File: config.mk
export PLATFORM = sky130hd
export DESIGN_NAME = sync_serial_master
export DESIGN_NICKNAME = d
export VERILOG_FILES = /design/src/rtl/sync_serial_master.sv
export SDC_FILE = /design/constraint.sdc
export NUM_CORES = 1
export LEC_CHECK = 0
export ABC_AREA = 1
export BUFFER_PORTS_ARGS = -buffer_cell sky130_fd_sc_hd__buf_2
export CORE_MARGIN = 2
export CORE_UTILIZATION = 26
export CTS_CLUSTER_DIAMETER = 60
export DETAILED_ROUTE_END_ITERATION = 6
export GPL_ROUTABILITY_DRIVEN = 0
export SYNTH_ARGS = -nofsm -noshare
export SYNTH_HDL_FRONTEND = slang
export SYNTH_SLANG_ARGS = --single-unit
File: constraint.sdc
create_clock -name clk -period 2.8 [get_ports clk]
set_clock_uncertainty 0.05 [all_clocks]
set_input_delay 0.14 -clock clk [delete_from_list [all_inputs] [get_ports clk]]
set_output_delay 0.14 -clock clk [all_outputs]
set_load 0.1 [all_outputs]
File: src/rtl/sync_serial_master.sv
module sync_serial_master #(
  parameter int DATA_W   = 16,
  parameter int MIN_LEN  = 8,
  parameter int HALF_DIV = 2
) (
  input  logic              clk,
  input  logic              rst_n,
  input  logic              bus_wr,
  input  logic              bus_rd,
  input  logic [1:0]        bus_addr,
  input  logic [DATA_W-1:0] bus_wdata,
  output logic [DATA_W-1:0] bus_rdata,
  output logic              sck_o,
  output logic              sdo_o,
  input  logic              sdi_i
);
  localparam int LW   = $clog2(DATA_W);
  localparam int DIVW = (HALF_DIV > 1) ? $clog2(HALF_DIV) : 1;
  localparam logic [LW-1:0] LEN_FLOOR = LW'(MIN_LEN - 1);

  logic te, re, srst;
  logic [LW-1:0] len_m1, flen_m1, bit_q;
  logic [DATA_W-1:0] tdr, rdr, sr;
  logic tdre, tend, rdrf, orer;
  logic busy, tail, sck_q, sdo_q;
  logic [DIVW-1:0] div_q;

  wire wr_ctrl = bus_wr && bus_addr == 2'd0;
  wire wr_len  = bus_wr && bus_addr == 2'd1;
  wire wr_tdr  = bus_wr && bus_addr == 2'd2;
  wire wr_clr  = bus_wr && bus_addr == 2'd3;
  wire rd_rdr  = bus_rd && bus_addr == 2'd3;

  wire tick      = busy && div_q == DIVW'(HALF_DIV - 1);
  wire last_rise = tick && !tail && !sck_q && bit_q == flen_m1;
  wire frame_end = tick && tail;
  wire start     = !busy && !srst && (te ? (!tdre && !(re && orer)) : (re && !orer));

  wire [DATA_W-1:0] sr_next = {sr[DATA_W-2:0], sdi_i};
  wire [LW:0]       flen    = {1'b0, flen_m1} + (LW+1)'(1);
  wire [DATA_W:0]   hi_mask = {(DATA_W+1){1'b1}} << flen;
  wire [DATA_W-1:0] rx_word = sr_next & ~hi_mask[DATA_W-1:0];
  wire [DATA_W-1:0] tx_load = tdr << (LW'(DATA_W - 1) - len_m1);

  assign sck_o = sck_q;
  assign sdo_o = sdo_q;

  always_ff @(posedge clk or negedge rst_n) begin
    if (!rst_n) begin
      te <= 1'b0; re <= 1'b0; srst <= 1'b0;
      len_m1 <= LEN_FLOOR;
    end else begin
      if (wr_ctrl) begin
        te   <= bus_wdata[0];
        re   <= bus_wdata[1];
        srst <= bus_wdata[2];
      end
      if (wr_len)
        len_m1 <= (bus_wdata[LW-1:0] < LEN_FLOOR) ? LEN_FLOOR : bus_wdata[LW-1:0];
    end
  end

  always_ff @(posedge clk or negedge rst_n) begin
    if (!rst_n) begin
      busy <= 1'b0; tail <= 1'b0; sck_q <= 1'b1; sdo_q <= 1'b1;
      div_q <= '0; bit_q <= '0; sr <= '0; flen_m1 <= LEN_FLOOR;
    end else if (srst) begin
      busy <= 1'b0; tail <= 1'b0; sck_q <= 1'b1; sdo_q <= 1'b1;
      div_q <= '0; bit_q <= '0; sr <= '0;
    end else if (start) begin
      busy    <= 1'b1;
      tail    <= 1'b0;
      sck_q   <= 1'b0;
      div_q   <= '0;
      bit_q   <= '0;
      flen_m1 <= len_m1;
      sr      <= te ? tx_load : '1;
      sdo_q   <= te ? tx_load[DATA_W-1] : 1'b1;
    end else if (busy) begin
      if (!tick) begin
        div_q <= div_q + DIVW'(1);
      end else begin
        div_q <= '0;
        if (tail) begin
          busy  <= 1'b0;
          tail  <= 1'b0;
          sdo_q <= 1'b1;
        end else if (!sck_q) begin
          sck_q <= 1'b1;
          sr    <= sr_next;
          if (bit_q == flen_m1) tail <= 1'b1;
          else bit_q <= bit_q + LW'(1);
        end else begin
          sck_q <= 1'b0;
          sdo_q <= sr[DATA_W-1];
        end
      end
    end
  end

  always_ff @(posedge clk or negedge rst_n) begin
    if (!rst_n) begin
      tdr <= '0; rdr <= '0;
      tdre <= 1'b1; tend <= 1'b1; rdrf <= 1'b0; orer <= 1'b0;
    end else begin
      if (start && te) tdre <= 1'b1;
      if (frame_end && te && tdre) tend <= 1'b1;
      if (wr_tdr) begin
        tdr  <= bus_wdata;
        tdre <= 1'b0;
        tend <= 1'b0;
      end
      if (rd_rdr) rdrf <= 1'b0;
      if (wr_clr && bus_wdata[0]) orer <= 1'b0;
      if (last_rise && re) begin
        if (rdrf && !rd_rdr) begin
          orer <= 1'b1;
        end else begin
          rdr  <= rx_word;
          rdrf <= 1'b1;
        end
      end
    end
  end

  always_comb begin
    case (bus_addr)
      2'd0:    bus_rdata = DATA_W'({srst, re, te});
      2'd1:    bus_rdata = DATA_W'(len_m1);
      2'd2:    bus_rdata = DATA_W'({orer, rdrf, tend, tdre});
      default: bus_rdata = rdr;
    endcase
  end

  AST_TEND_NEEDS_TDRE: assert property (@(posedge clk) disable iff (!rst_n) tend |-> tdre);
  AST_SCK_HIGH_IDLE: assert property (@(posedge clk) disable iff (!rst_n) !busy |-> sck_o);
  AST_OVR_KEEPS_RDR: assert property (@(posedge clk) disable iff (!rst_n) $rose(orer) |-> $stable(rdr));
  AST_NO_RUN_AFTER_OVR: assert property (@(posedge clk) disable iff (!rst_n) (!busy && orer && re) |=> !busy);
  AST_SRST_IDLE: assert property (@(posedge clk) disable iff (!rst_n) srst |=> (!busy && sck_o));
  AST_WR_CLEARS_TEND: assert property (@(posedge clk) disable iff (!rst_n) wr_tdr |=> (!tend && !tdre));
  AST_BIT_BOUND: assert property (@(posedge clk) disable iff (!rst_n) busy |-> bit_q <= flen_m1);
endmodule

==> results of run 1 <==
## cells in the mapped netlist
master	number	area share, %
nor2_4	6	1.6
o31ai_1	2	0.34
o41ai_1	7	1.4
o21a_1	1	0.17
inv_1	43	3.7
o211ai_1	5	0.86
dfrtp_1	62	36
nor2_2	2	0.29
o21ai_1	15	1.7
inv_2	5	0.43
nand3_2	1	0.23
nand2_4	3	0.78
nand4_4	1	0.49
a21oi_1	4	0.46
o21bai_1	1	0.17
xnor2_1	1	0.20
clkinv_4	2	0.40
ha_1	5	1.4
nand4_1	3	0.43
o21ai_0	24	2.8
o21ai_4	1	0.37
o22ai_1	2	0.29
nor3_1	3	0.34
a22oi_1	3	0.52
nand2_1	232	20
buf_2	10	1.1
xor2_1	6	1.2
dfstp_2	10	6.0
nor2_1	34	2.9
o2111ai_1	2	0.40
clkinv_1	2	0.17
nand3_1	81	9.3
buf_4	6	1.0
buf_6	5	1.3
nand2_2	7	1.0
clkbuf_1	5	0.43
## final timing paths
path | cells after the start | end | slack [ns]
min reg2reg | 2 | tdr[15]$_DFFE_PN0P_ | 0.42
min | 2 | rdr[7]$_DFFE_PN0P_ | -0.03
max in group asynchronous | 2 | tdr[7]$_DFFE_PN0P_ | 2.15
max | 3 | bus_rdata[3] | 0.50
min in group clk | 3 | len_m1[1]$_DFFE_PN1P_ | 0.02
max reg2reg | 6 | sr[2]$_DFFE_PN0P_ | 0.76
## cell type report
type                       count  area, um^2
timing repair buffer          56       350.3
tap                          220       275.3
clock inverter                 3       17.52
clock buffer                  13       260.3
sequential                    72        1814
inverter                      52       205.2
multi-input combinational    452        2163
fill                        1812       11380
## worst register-to-register path, cell delays in order (launching register included)
cell,delay (ns)
dfrtp_1,0.60
nor2_4,0.24
nand4_4,0.28
nor2_4,0.39
o21ai_0,0.19
nand3_1,0.12
nand2_1,0.06
## per-stage QoR
step           area (um^2)  hold slack (ns)
2_1_floorplan         4353          -0.2056
3_3_place_gp          4688           0.2921
3_5_place_dp          4688           0.2930
4_1_cts               5086          0.01103
5_1_grt               5086          0.04171
6_report              5086         -0.03163
## power by group
group / total [mW] / internal, mW / switching, mW
clock: 1.07 / 0.645 / 0.423
sequential: 1.73 / 1.37 / 0.352
combinational: 1.91 / 0.599 / 1.31
total: 4.71 / 2.62 / 2.09
## per-layer routing
| metal | vias to the layer above | global-route usage (%) |
|---|---|---|
| li1 | 2020 | - |
| met1 | 1808 | 18.66 |
| met2 | 98 | 20.16 |
| met3 | 9 | 3.577 |
| met4 | 0 | 2.837 |
| met5 | - | 0 |
## kinds of logic (layout without fill, tap and decap cells)
logic type | count (synthesis) | after routing | synth area share (%)
xor gates and xnor gates | 7 | 7 | 1.408
and+or+nand+nor | 373 | 373 | 37.37
DFF | 72 | 72 | 41.68
AOI/OAI and AO/OA | 67 | 67 | 9.486
buffers and inverters | 78 | 124 | 8.623
adders and majority gates | 5 | 5 | 1.437
## state kept, by name, indices dropped and copies added (netlist names)
name	cells
bit_q	4
busy	1
div_q	1
flen_m1	4
len_m1	4
orer	1
rdr	16
rdrf	1
re	1
sck_o	1
sdo_o	1
sr	16
srst	1
tail	1
tdr	16
tdre	1
te	1
tend	1
## repair_timing
action	in CTS	in global routing
hold endpoints to repair	12	0
hold buffers	12	0
gates resized for setup	0	0
==> metrics, run 1 <==
TritonCTS clock tree built; DRC Markers 0; Max stage delay on crit path 0.64 ns; status complete, but fails checks; Final period util 82.03%; Worst Hold Class in2async; max-cap violation count 0; failing checks negative hold slack; RSZ-0062 raised after global routing no; Worst Setup Start Kind flip-flop; Met1 Wirelength 5528 um; share of cells above drive strength 1 14.81%; Power Density 925.3 nW/um^2; Seq/Total Area, Yosys 41.68%; Top Ports 41; drt wl/cell 12.72 um; critical-path cell list inv_1, o211ai_1, buf_2; WP data arrival 2.11 ns; CTS buffer count 9; Yosys warnings 0; setup TNS 0 ns; Placement Setup Slack 0.7640 ns; Util after Layout 30.89%; die width 133.4 um; met2 routed WL 4849 um; Overall Power 4.706 mW; slew margin rel. 39.59%; register clock-pin slew on the reported worst setup and hold paths 0.06 ns; Hold Fails Final Rpt 41; sinks on the clock net 72; Synth Instances 602; clock root cell clkbuf_16; Post-CTS Setup Repair Bufs 0; First-pass DRT Iterations 5; Clock Latency Late Sink 0.34 ns; Synthesized Nets 630; start point of the critical path len_m1[3]$_DFFE_PN0P_; crit-path max FO 15; clock buffer depth 2; nets 671; Via-to-Cell Ratio 4.533; Finish-stage setup viols 0; Rows 47; total track usage 13.18%; Peak Freq 0.4354 GHz; final hold slack -0.03163 ns; initial antenna violation count 0; commonest non-fill, non-tap cell in the layout nand2_1; Die Ht 133.4 um; Reg-to-Reg Start srst$_DFFE_PN0P_; vias in the first global route 3,676; worst slew pin tran 0.9061 ns; Iteration-0 DRC Markers 225; FF+latch count, synth 72; count of unique library cells instantiated by Yosys 36; Starting Density 26.44%; crit-path leading delay family buffers and inverters; total number of vias 3,935; Crit path required time 2.61 ns; Ant. Diodes 0; highest routed layer met4; largest net degree at the start of global routing 73; gr ovfl total 0; DP Wirelength 8086 um; CTS H-tree lvls 3; Finished Layout Cells 868; critical setup path kind reg2out; synthesized cell area 4353 um^2; Max Transition Viols Final 0; post-layout worst setup margin 0.5031 ns; Leak 2.460 nW; most frequent cells in the layout nand2_1 (232), nand3_1 (81), dfrtp_1 (62), inv_1 (43), buf_2 (40); IO buf count 40; first-pass GRT wire length 18,730 um; Crit path buffers/inverters 2; routed length on met3 556 um; Area Growth Syn to Fin 16.84%; Final ANT Viol Nets 0; die area 17,790 um^2; CP max stage cell dfrtp_1; Synth Area per Inst 7.231 um^2; Final Critical Period 2.297 ns; VDD IR-drop max 376.7 uV; CORE AREA 16,470 um^2; dpl cells 840; Critical Path End Type output pin; final wirelength 11,040 um
Power figures use the tool's default switching activity.
==> inputs of run 2 (changes only) <==
==> constraint.sdc (replaced) <==
create_clock -name clk -period 2 [get_ports clk]
set_clock_uncertainty 0.05 [all_clocks]
set_input_delay 0.1 -clock clk [delete_from_list [all_inputs] [get_ports clk]]
set_output_delay 0.1 -clock clk [all_outputs]
set_load 0.1 [all_outputs]
==> metrics, run 2 (synthesis gave the netlist of run 1 again) <==
grt met1 use 18.51% (was 18.66%); VDD IR-drop max 502.2 uV (was 376.7 uV); drt wl/cell 12.62 um (was 12.72 um); Final Critical Period 1.788 ns; CTS buffer count 9 (unchanged); Area Growth Syn to Fin 21.64% (was 16.84%); gr ovfl total 0 (unchanged); post-layout worst setup margin 0.2123 ns (was 0.5031 ns); Top Ports 41 (unchanged); commonest non-fill, non-tap cell in the layout nand2_1 (unchanged); Worst Reg-to-Reg Cells 8 (was 6); Reg-to-Reg Start flen_m1[1]$_DFFE_PN1P_ (was srst$_DFFE_PN0P_); clock buffer depth 2 (unchanged); largest net degree at the start of global routing 53 (was 73); met2 usage 21.68% (was 20.16%); DRC Markers 0 (unchanged); Rows 47 (unchanged); RSZ-0062 raised after global routing no (unchanged); CTS H-tree lvls 3 (unchanged); Worst Hold Class in2reg (was in2async); worst slew pin tran 0.5019 ns (was 0.9061 ns); Via-to-Cell Ratio 4.506 (was 4.533); Max stage delay on crit path 0.57 ns (was 0.64 ns); Die Ht 133.4 um (unchanged); final hold slack 0.01359 ns (was -0.03163 ns); sequential share of power 34.5% (was 36.7%); critical setup path kind reg2reg (was reg2out); flop2flop setup slack 0.21 ns (was 0.76 ns); Power Density 1291 nW/um^2 (was 925.3 nW/um^2); First-pass DRT Iterations 4 (was 5); sinks on the clock net 72 (unchanged); Power Internal 3.882 mW (was 2.619 mW); gr busiest metal met2 (unchanged); Crit path required time 2.17 ns (was 2.61 ns); vias in the first global route 3,910 (was 3,676); clock root cell clkbuf_16 (unchanged); Sw Ratio 43.23% (was 44.36%); share of cells above drive strength 1 16.52% (was 14.81%); Starting Density 26.44% (unchanged); most frequent cells in the layout nand2_1 (232), nand3_1 (81), dfrtp_1 (62), inv_1 (42), buf_2 (37) (was nand2_1 (232), nand3_1 (81), dfrtp_1 (62), inv_1 (43), buf_2 (40)); Register Area 1814 um^2 (unchanged); Max Transition Viols Final 0 (unchanged); Placement Setup Slack 0.1583 ns (was 0.7640 ns); DP Wirelength 8291 um (was 8086 um); worst hold path endpoint tdr[3]$_DFFE_PN0P_; Crit path buffers/inverters 2 (unchanged); Comb pwr share 41.8% (was 40.6%); die area 17,790 um^2 (unchanged); Leak 2.563 nW (was 2.460 nW); crit-path leading delay family flip-flops (was buffers and inverters); FF-to-FF End rdr[2]$_DFFE_PN0P_ (was sr[2]$_DFFE_PN0P_); Ant. Diodes 0 (unchanged); slew margin rel. 66.54% (was 39.59%); status finished, final reports clean (was complete, but fails checks); Hold Fails Final Rpt 0 (was 41); met3 global-route usage 2.968% (was 3.577%); critical-path cell list ha_1, inv_1, ha_1, inv_1, nor2_1, nand3_1, nand4_1, nand2_1 (was inv_1, o211ai_1, buf_2); Clk pwr share 23.8% (was 22.7%); Switching Power 2.956 mW (was 2.088 mW); DP Area 4838 um^2 (was 4688 um^2); fillcell total 1,859 (was 1,812); Iteration-0 DRC Markers 307 (was 225); Finish-stage setup viols 0 (unchanged); IO buf count 40 (unchanged); die width 133.4 um (unchanged); Finished Cell Area 5295 um^2 (was 5086 um^2); Worst Setup Start Kind flip-flop (unchanged); final wirelength 11,110 um (was 11,040 um); Top Registers rdr (16), sr (16), tdr (16) (unchanged); nets 683 (was 671); Final period util 89.38%; first-pass GRT wire length 19,440 um (was 18,730 um); CORE AREA 16,470 um^2 (unchanged); WP data arrival 1.96 ns (was 2.11 ns); crit-path max FO 5 (was 15); Final ANT Viol Nets 0 (unchanged); max-cap violation count 0 (unchanged); TritonCTS clock tree built (unchanged); Critical Path End Type flip-flop (was output pin); area of the multi-input gates 2181 um^2 (was 2163 um^2); register clock-pin slew on the reported worst setup and hold paths 0.06 ns (about the same); Hold Path Depth 3; initial antenna violation count 0 (unchanged); Peak Freq 0.5594 GHz; Clock Latency Late Sink 0.33 ns (was 0.34 ns); CP max stage cell dfstp_2 (was dfrtp_1); total track usage 13.53% (was 13.18%); HP Start bus_wdata[3]; total number of vias 3,965 (was 3,935)
[run 2: cell type report]
| cell class | count | share of cell area [%] |
|---|---|---|
| clock buffer | 13 | 4.915 |
| clock inverter | 3 | 0.7561 |
| inverter | 52 | 3.899 |
| multi-input combinational | 452 | 41.19 |
| sequential | 72 | 34.26 |
| tap | 220 | 5.198 |
| timing repair buffer | 68 | 9.783 |
[run 2: power by group through the flow]
| stage | Clock (mW) | Combinational [mW] | Sequential [mW] |
|---|---|---|---|
| 2_1_floorplan | 0 | 2.17 | 2.37 |
| 3_3_place_gp | 0 | 2.81 | 2.37 |
| 3_5_place_dp | 0 | 2.82 | 2.37 |
| 4_1_cts | 1.66 | 2.86 | 2.35 |
| 5_1_grt | 1.73 | 3.26 | 2.41 |
| 6_report | 1.62 | 2.86 | 2.36 |
[run 2: worst register-to-register path, delay by kind of cell, from the launching register on]
family | cells | cell delay [ns]
adder cells (fa/ha/maj) | 2 | 0.52
buffers and inverters | 2 | 0.15
AND/OR/NAND/NOR | 4 | 0.38
flip-flops | 1 | 0.57
[run 2: what timing repair did]
action	4_1_cts	5_1_grt
buffers inserted	0	0
hold endpoints to repair	34	0
endpoints found under the setup margin	1	4
gates resized for setup	1	1
hold buffers	15	0
cloned	0	0
[run 2: stage by stage]
step | instances | util [%] | setup TNS [ns] | total power [mW]
2_1_floorplan | 602 | - | -0.3001 | 4.536
3_3_place_gp | 849 | 29.38 | 0 | 5.182
3_5_place_dp | 849 | 29.38 | 0 | 5.196
4_1_cts | 880 | 32.13 | 0 | 6.876
5_1_grt | 880 | 32.16 | 0 | 7.399
6_report | 880 | 32.16 | 0 | 6.837
[run 2: worst max path at each step]
stage | startpoint | to | slack (ns) | depth (start not counted)
2_1_floorplan | len_m1[3]$_DFFE_PN0P_ | bus_rdata[3] | -0.23 | 3
3_3_place_gp | flen_m1[1]$_DFFE_PN1P_ | rdr[3]$_DFFE_PN0P_ | 0.23 | 7
3_5_place_dp | flen_m1[2]$_DFFE_PN1P_ | rdr[3]$_DFFE_PN0P_ | 0.16 | 7
4_1_cts | flen_m1[1]$_DFFE_PN1P_ | rdr[11]$_DFFE_PN0P_ | 0.13 | 7
5_1_grt | flen_m1[1]$_DFFE_PN1P_ | rdr[2]$_DFFE_PN0P_ | 0.05 | 8
6_report | flen_m1[1]$_DFFE_PN1P_ | rdr[2]$_DFFE_PN0P_ | 0.21 | 8
[run 2: metal layers]
metal	wire [um]	part of all wire [%]
met1	5564	50
met4	104	0.94
met2	5053	45
met5	0	0
met3	387	3.5
==> inputs of run 3 (changes only) <==
--- a/config.mk
+++ b/config.mk
@@ -5,7 +5,6 @@
 export SDC_FILE = /design/constraint.sdc
 export NUM_CORES = 1
 export LEC_CHECK = 0
-export ABC_AREA = 1
 export BUFFER_PORTS_ARGS = -buffer_cell sky130_fd_sc_hd__buf_2
 export CORE_MARGIN = 2
 export CORE_UTILIZATION = 26
==> metrics, run 3 <==
status finished, final reports clean (unchanged); Peak Freq 0.5104 GHz (was 0.5594 GHz); Post-synth EDFFs 0 (unchanged); count leader, synth dfrtp_1 (was nand2_1); slew margin rel. 67.42% (was 66.54%); die width 134.2 um (was 133.4 um); DRC Markers 0 (unchanged); Util after Layout 33.53% (was 32.16%); critical setup path kind reg2reg (unchanged); max-cap violation count 0 (unchanged); Max Transition Viols Final 0 (unchanged); first-pass GRT wire length 19,280 um (was 19,440 um); leading area contributor after synthesis dfrtp_1 (unchanged); DP Wirelength 8558 um (was 8291 um); synth top area cells dfrtp_1 (35%), mux2_2 (7.9%), dfstp_2 (6.0%) (was dfrtp_1 (36%), nand2_1 (20%), nand3_1 (9.3%)); drt wl/cell 16.91 um (was 12.62 um); Starting Density 26.60% (was 26.44%); critical-path cell list buf_4, mux4_2, mux2i_1, o2111ai_1, a22o_1 (was ha_1, inv_1, ha_1, inv_1, nor2_1, nand3_1, nand4_1, nand2_1); post-layout worst setup margin 0.04073 ns (was 0.2123 ns); count of unique library cells instantiated by Yosys 66 (was 36); Top Registers rdr (16), sr (16), tdr (16) (unchanged); Die Ht 134.2 um (was 133.4 um); First-pass DRT Iterations 5 (was 4); Final ANT Viol Nets 0 (unchanged); CORE AREA 16,580 um^2 (was 16,470 um^2); Worst Hold Class in2reg (unchanged); die area 18,020 um^2 (was 17,790 um^2); Post-synth top cells dfrtp_1 (62), mux2_2 (31), nand2_1 (30) (was nand2_1 (232), nand3_1 (81), dfrtp_1 (62)); CP max stage cell dfstp_2 (unchanged); gr ovfl total 0 (unchanged); vias in the first global route 3,510 (was 3,910); Placement Setup Slack -0.2000 ns (was 0.1583 ns); Power Density 1231 nW/um^2 (was 1291 nW/um^2); Finish-stage setup viols 0 (unchanged); clock buffer depth 2 (unchanged); Critical Path End Type flip-flop (unchanged); RSZ-0062 raised after global routing yes (was no); Hold Fails Final Rpt 0 (unchanged); Clock Latency Late Sink 0.34 ns (was 0.33 ns); VDD IR-drop max 467.9 uV (was 502.2 uV); Area Growth Syn to Fin 26.07% (was 21.64%); Yosys warnings 0 (unchanged); total number of vias 3,518 (was 3,965); crit-path leading delay family multiplexers (was flip-flops); prevailing post-synth register cell dfrtp_1 (unchanged); total track usage 13.51% (was 13.53%); Leak 2.433 nW (was 2.563 nW); worst slew pin tran 0.4921 ns (was 0.5019 ns); area of the multi-input gates 2431 um^2 (was 2181 um^2); Final period util 97.96% (was 89.38%); clock root cell clkbuf_16 (unchanged); TritonCTS clock tree built (unchanged); crit-path max FO 5 (unchanged); Yosys top cell area share 35.18% (was 35.64%); CTS buffer count 9 (unchanged); most frequent cells in the layout dfrtp_1 (62), buf_2 (36), nand2_1 (30), mux2_2 (29), buf_4 (27) (was nand2_1 (232), nand3_1 (81), dfrtp_1 (62), inv_1 (42), buf_2 (37)); Rows 47 (unchanged); Seq/Total Area, Yosys 41.13% (was 41.68%); Iteration-0 DRC Markers 204 (was 307); Synth Instances 401 (was 602); synthesized cell area 4410 um^2 (was 4353 um^2); final wirelength 11,700 um (was 11,110 um); FF+latch count, synth 72 (unchanged); sinks on the clock net 72 (unchanged); Max stage delay on crit path 0.59 ns (was 0.57 ns); nets 495 (was 683); Ant. Diodes 0 (unchanged); Via-to-Cell Ratio 5.084 (was 4.506); share of cells above drive strength 1 34.75% (was 16.52%); Synth async-reset ratio 100.0% (unchanged); Crit path required time 2.18 ns (was 2.17 ns); WP data arrival 2.14 ns (was 1.96 ns); largest net degree at the start of global routing 73 (was 53); fillcell total 1,675 (was 1,859); CTS H-tree lvls 3 (unchanged); Top Ports 41 (unchanged); Synthesized Nets 429 (was 630); commonest non-fill, non-tap cell in the layout dfrtp_1 (was nand2_1); register clock-pin slew on the reported worst setup and hold paths 0.06 ns (about the same); Final Critical Period 1.959 ns (was 1.788 ns); Crit path buffers/inverters 1 (was 2); Synth Area per Inst 11.00 um^2 (was 7.231 um^2); IO buf count 40 (unchanged); initial antenna violation count 0 (unchanged); Register Area 1818 um^2 (was 1814 um^2); Worst Setup Start Kind flip-flop (unchanged)
## run 3: cell types whose count changed in the layout (fill, tap and decap cells not counted), sizes merged, moves of 17 or more
cell / change
inv: -33
and3: +21
nand2: -212
o21ai: -28
a21oi: +18
nand3: -64
nor2: -35
mux2: +36
mux4: +17
buf: +19
## run 3: final timing paths
kind,startpoint,endpoint,slack (ns),cells after the start
max,len_m1[0]$_DFFE_PN1P_,sr[13]$_DFFE_PN0P_,0.04,5
max reg2reg,len_m1[0]$_DFFE_PN1P_,sr[13]$_DFFE_PN0P_,0.04,5
min in group asynchronous,rst_n,rdr[8]$_DFFE_PN0P_,0.24,3
min reg2reg,rdr[14]$_DFFE_PN0P_,rdr[14]$_DFFE_PN0P_,0.44,1
max in group asynchronous,rst_n,len_m1[0]$_DFFE_PN1P_,1.27,3
min,bus_wdata[2],srst$_DFFE_PN0P_,0.007,3
## run 3: cells by family (layout without fill, tap and decap cells)
family / Yosys count / after routing / share of synthesized area, %
muxes: 69 / 69 / 22.18
DFF: 72 / 72 / 41.13
buffers and inverters: 47 / 118 / 5.361
AOI/OAI and AO/OA: 85 / 85 / 13.76
adders and majority gates: 5 / 5 / 1.418
xor gates and xnor gates: 5 / 5 / 0.9929
and+or+nand+nor: 118 / 118 / 15.15
## run 3: worst register-to-register path, cell delays in order (launching register included)
cell and delay, ns:
dfstp_2 0.59, buf_4 0.13, mux4_2 0.52, mux2i_1 0.17
o2111ai_1 0.16, a22o_1 0.23
## run 3: per-stage QoR
step,instance area [um^2],hold slack [ns],instances,power (mW),TNS [ns]
after floorplan,4422,-0.2456,401,4.214,0
after global placement,5009,0.1123,659,4.933,-0.2622
after detailed placement,5009,0.1126,659,5.018,-0.4891
after CTS,5484,0.003662,692,6.737,-0.0005747
after global routing,5560,-0.0006430,692,7.266,-0.03312
final,5560,0.007491,692,6.845,0
## run 3: layer usage
metal  share of wire, %  GRT usage [%]  vias to the layer above
met4                1.5          3.977                        0
li1                   -              -                     1644
met1                 47          18.68                     1732
met5                  0              0                        -
met2                 45          20.75                      124
met3                6.5          3.628                       18
## run 3: layout make-up
type	instances	share of cell area [%]
flip-flops and latches	72	32.70
multi-input cells	282	43.72
inverters	16	1.080
repair buffers	86	12.02
clock buffers	10	4.298
clock inverters	6	1.238
well taps	220	4.950
## run 3: power breakdown
| part | internal [mW] | leakage [nW] | switching (mW) |
|---|---|---|---|
| Combinational | 1.29 | 1.43 | 1.59 |
| Sequential | 1.86 | 0.862 | 0.462 |
| Clock | 1.00 | 0.137 | 0.641 |
| Total | 4.15 | 2.43 | 2.69 |
## run 3: what timing repair did
| action | in CTS | in global routing |
|---|---|---|
| hold endpoints to repair | 76 | 0 |
| hold buffers | 14 | 0 |
| pin swaps | 0 | 2 |
| resized for setup | 4 | 23 |
| setup buffers | 3 | 0 |
| endpoints found under the setup margin | 12 | 15 |
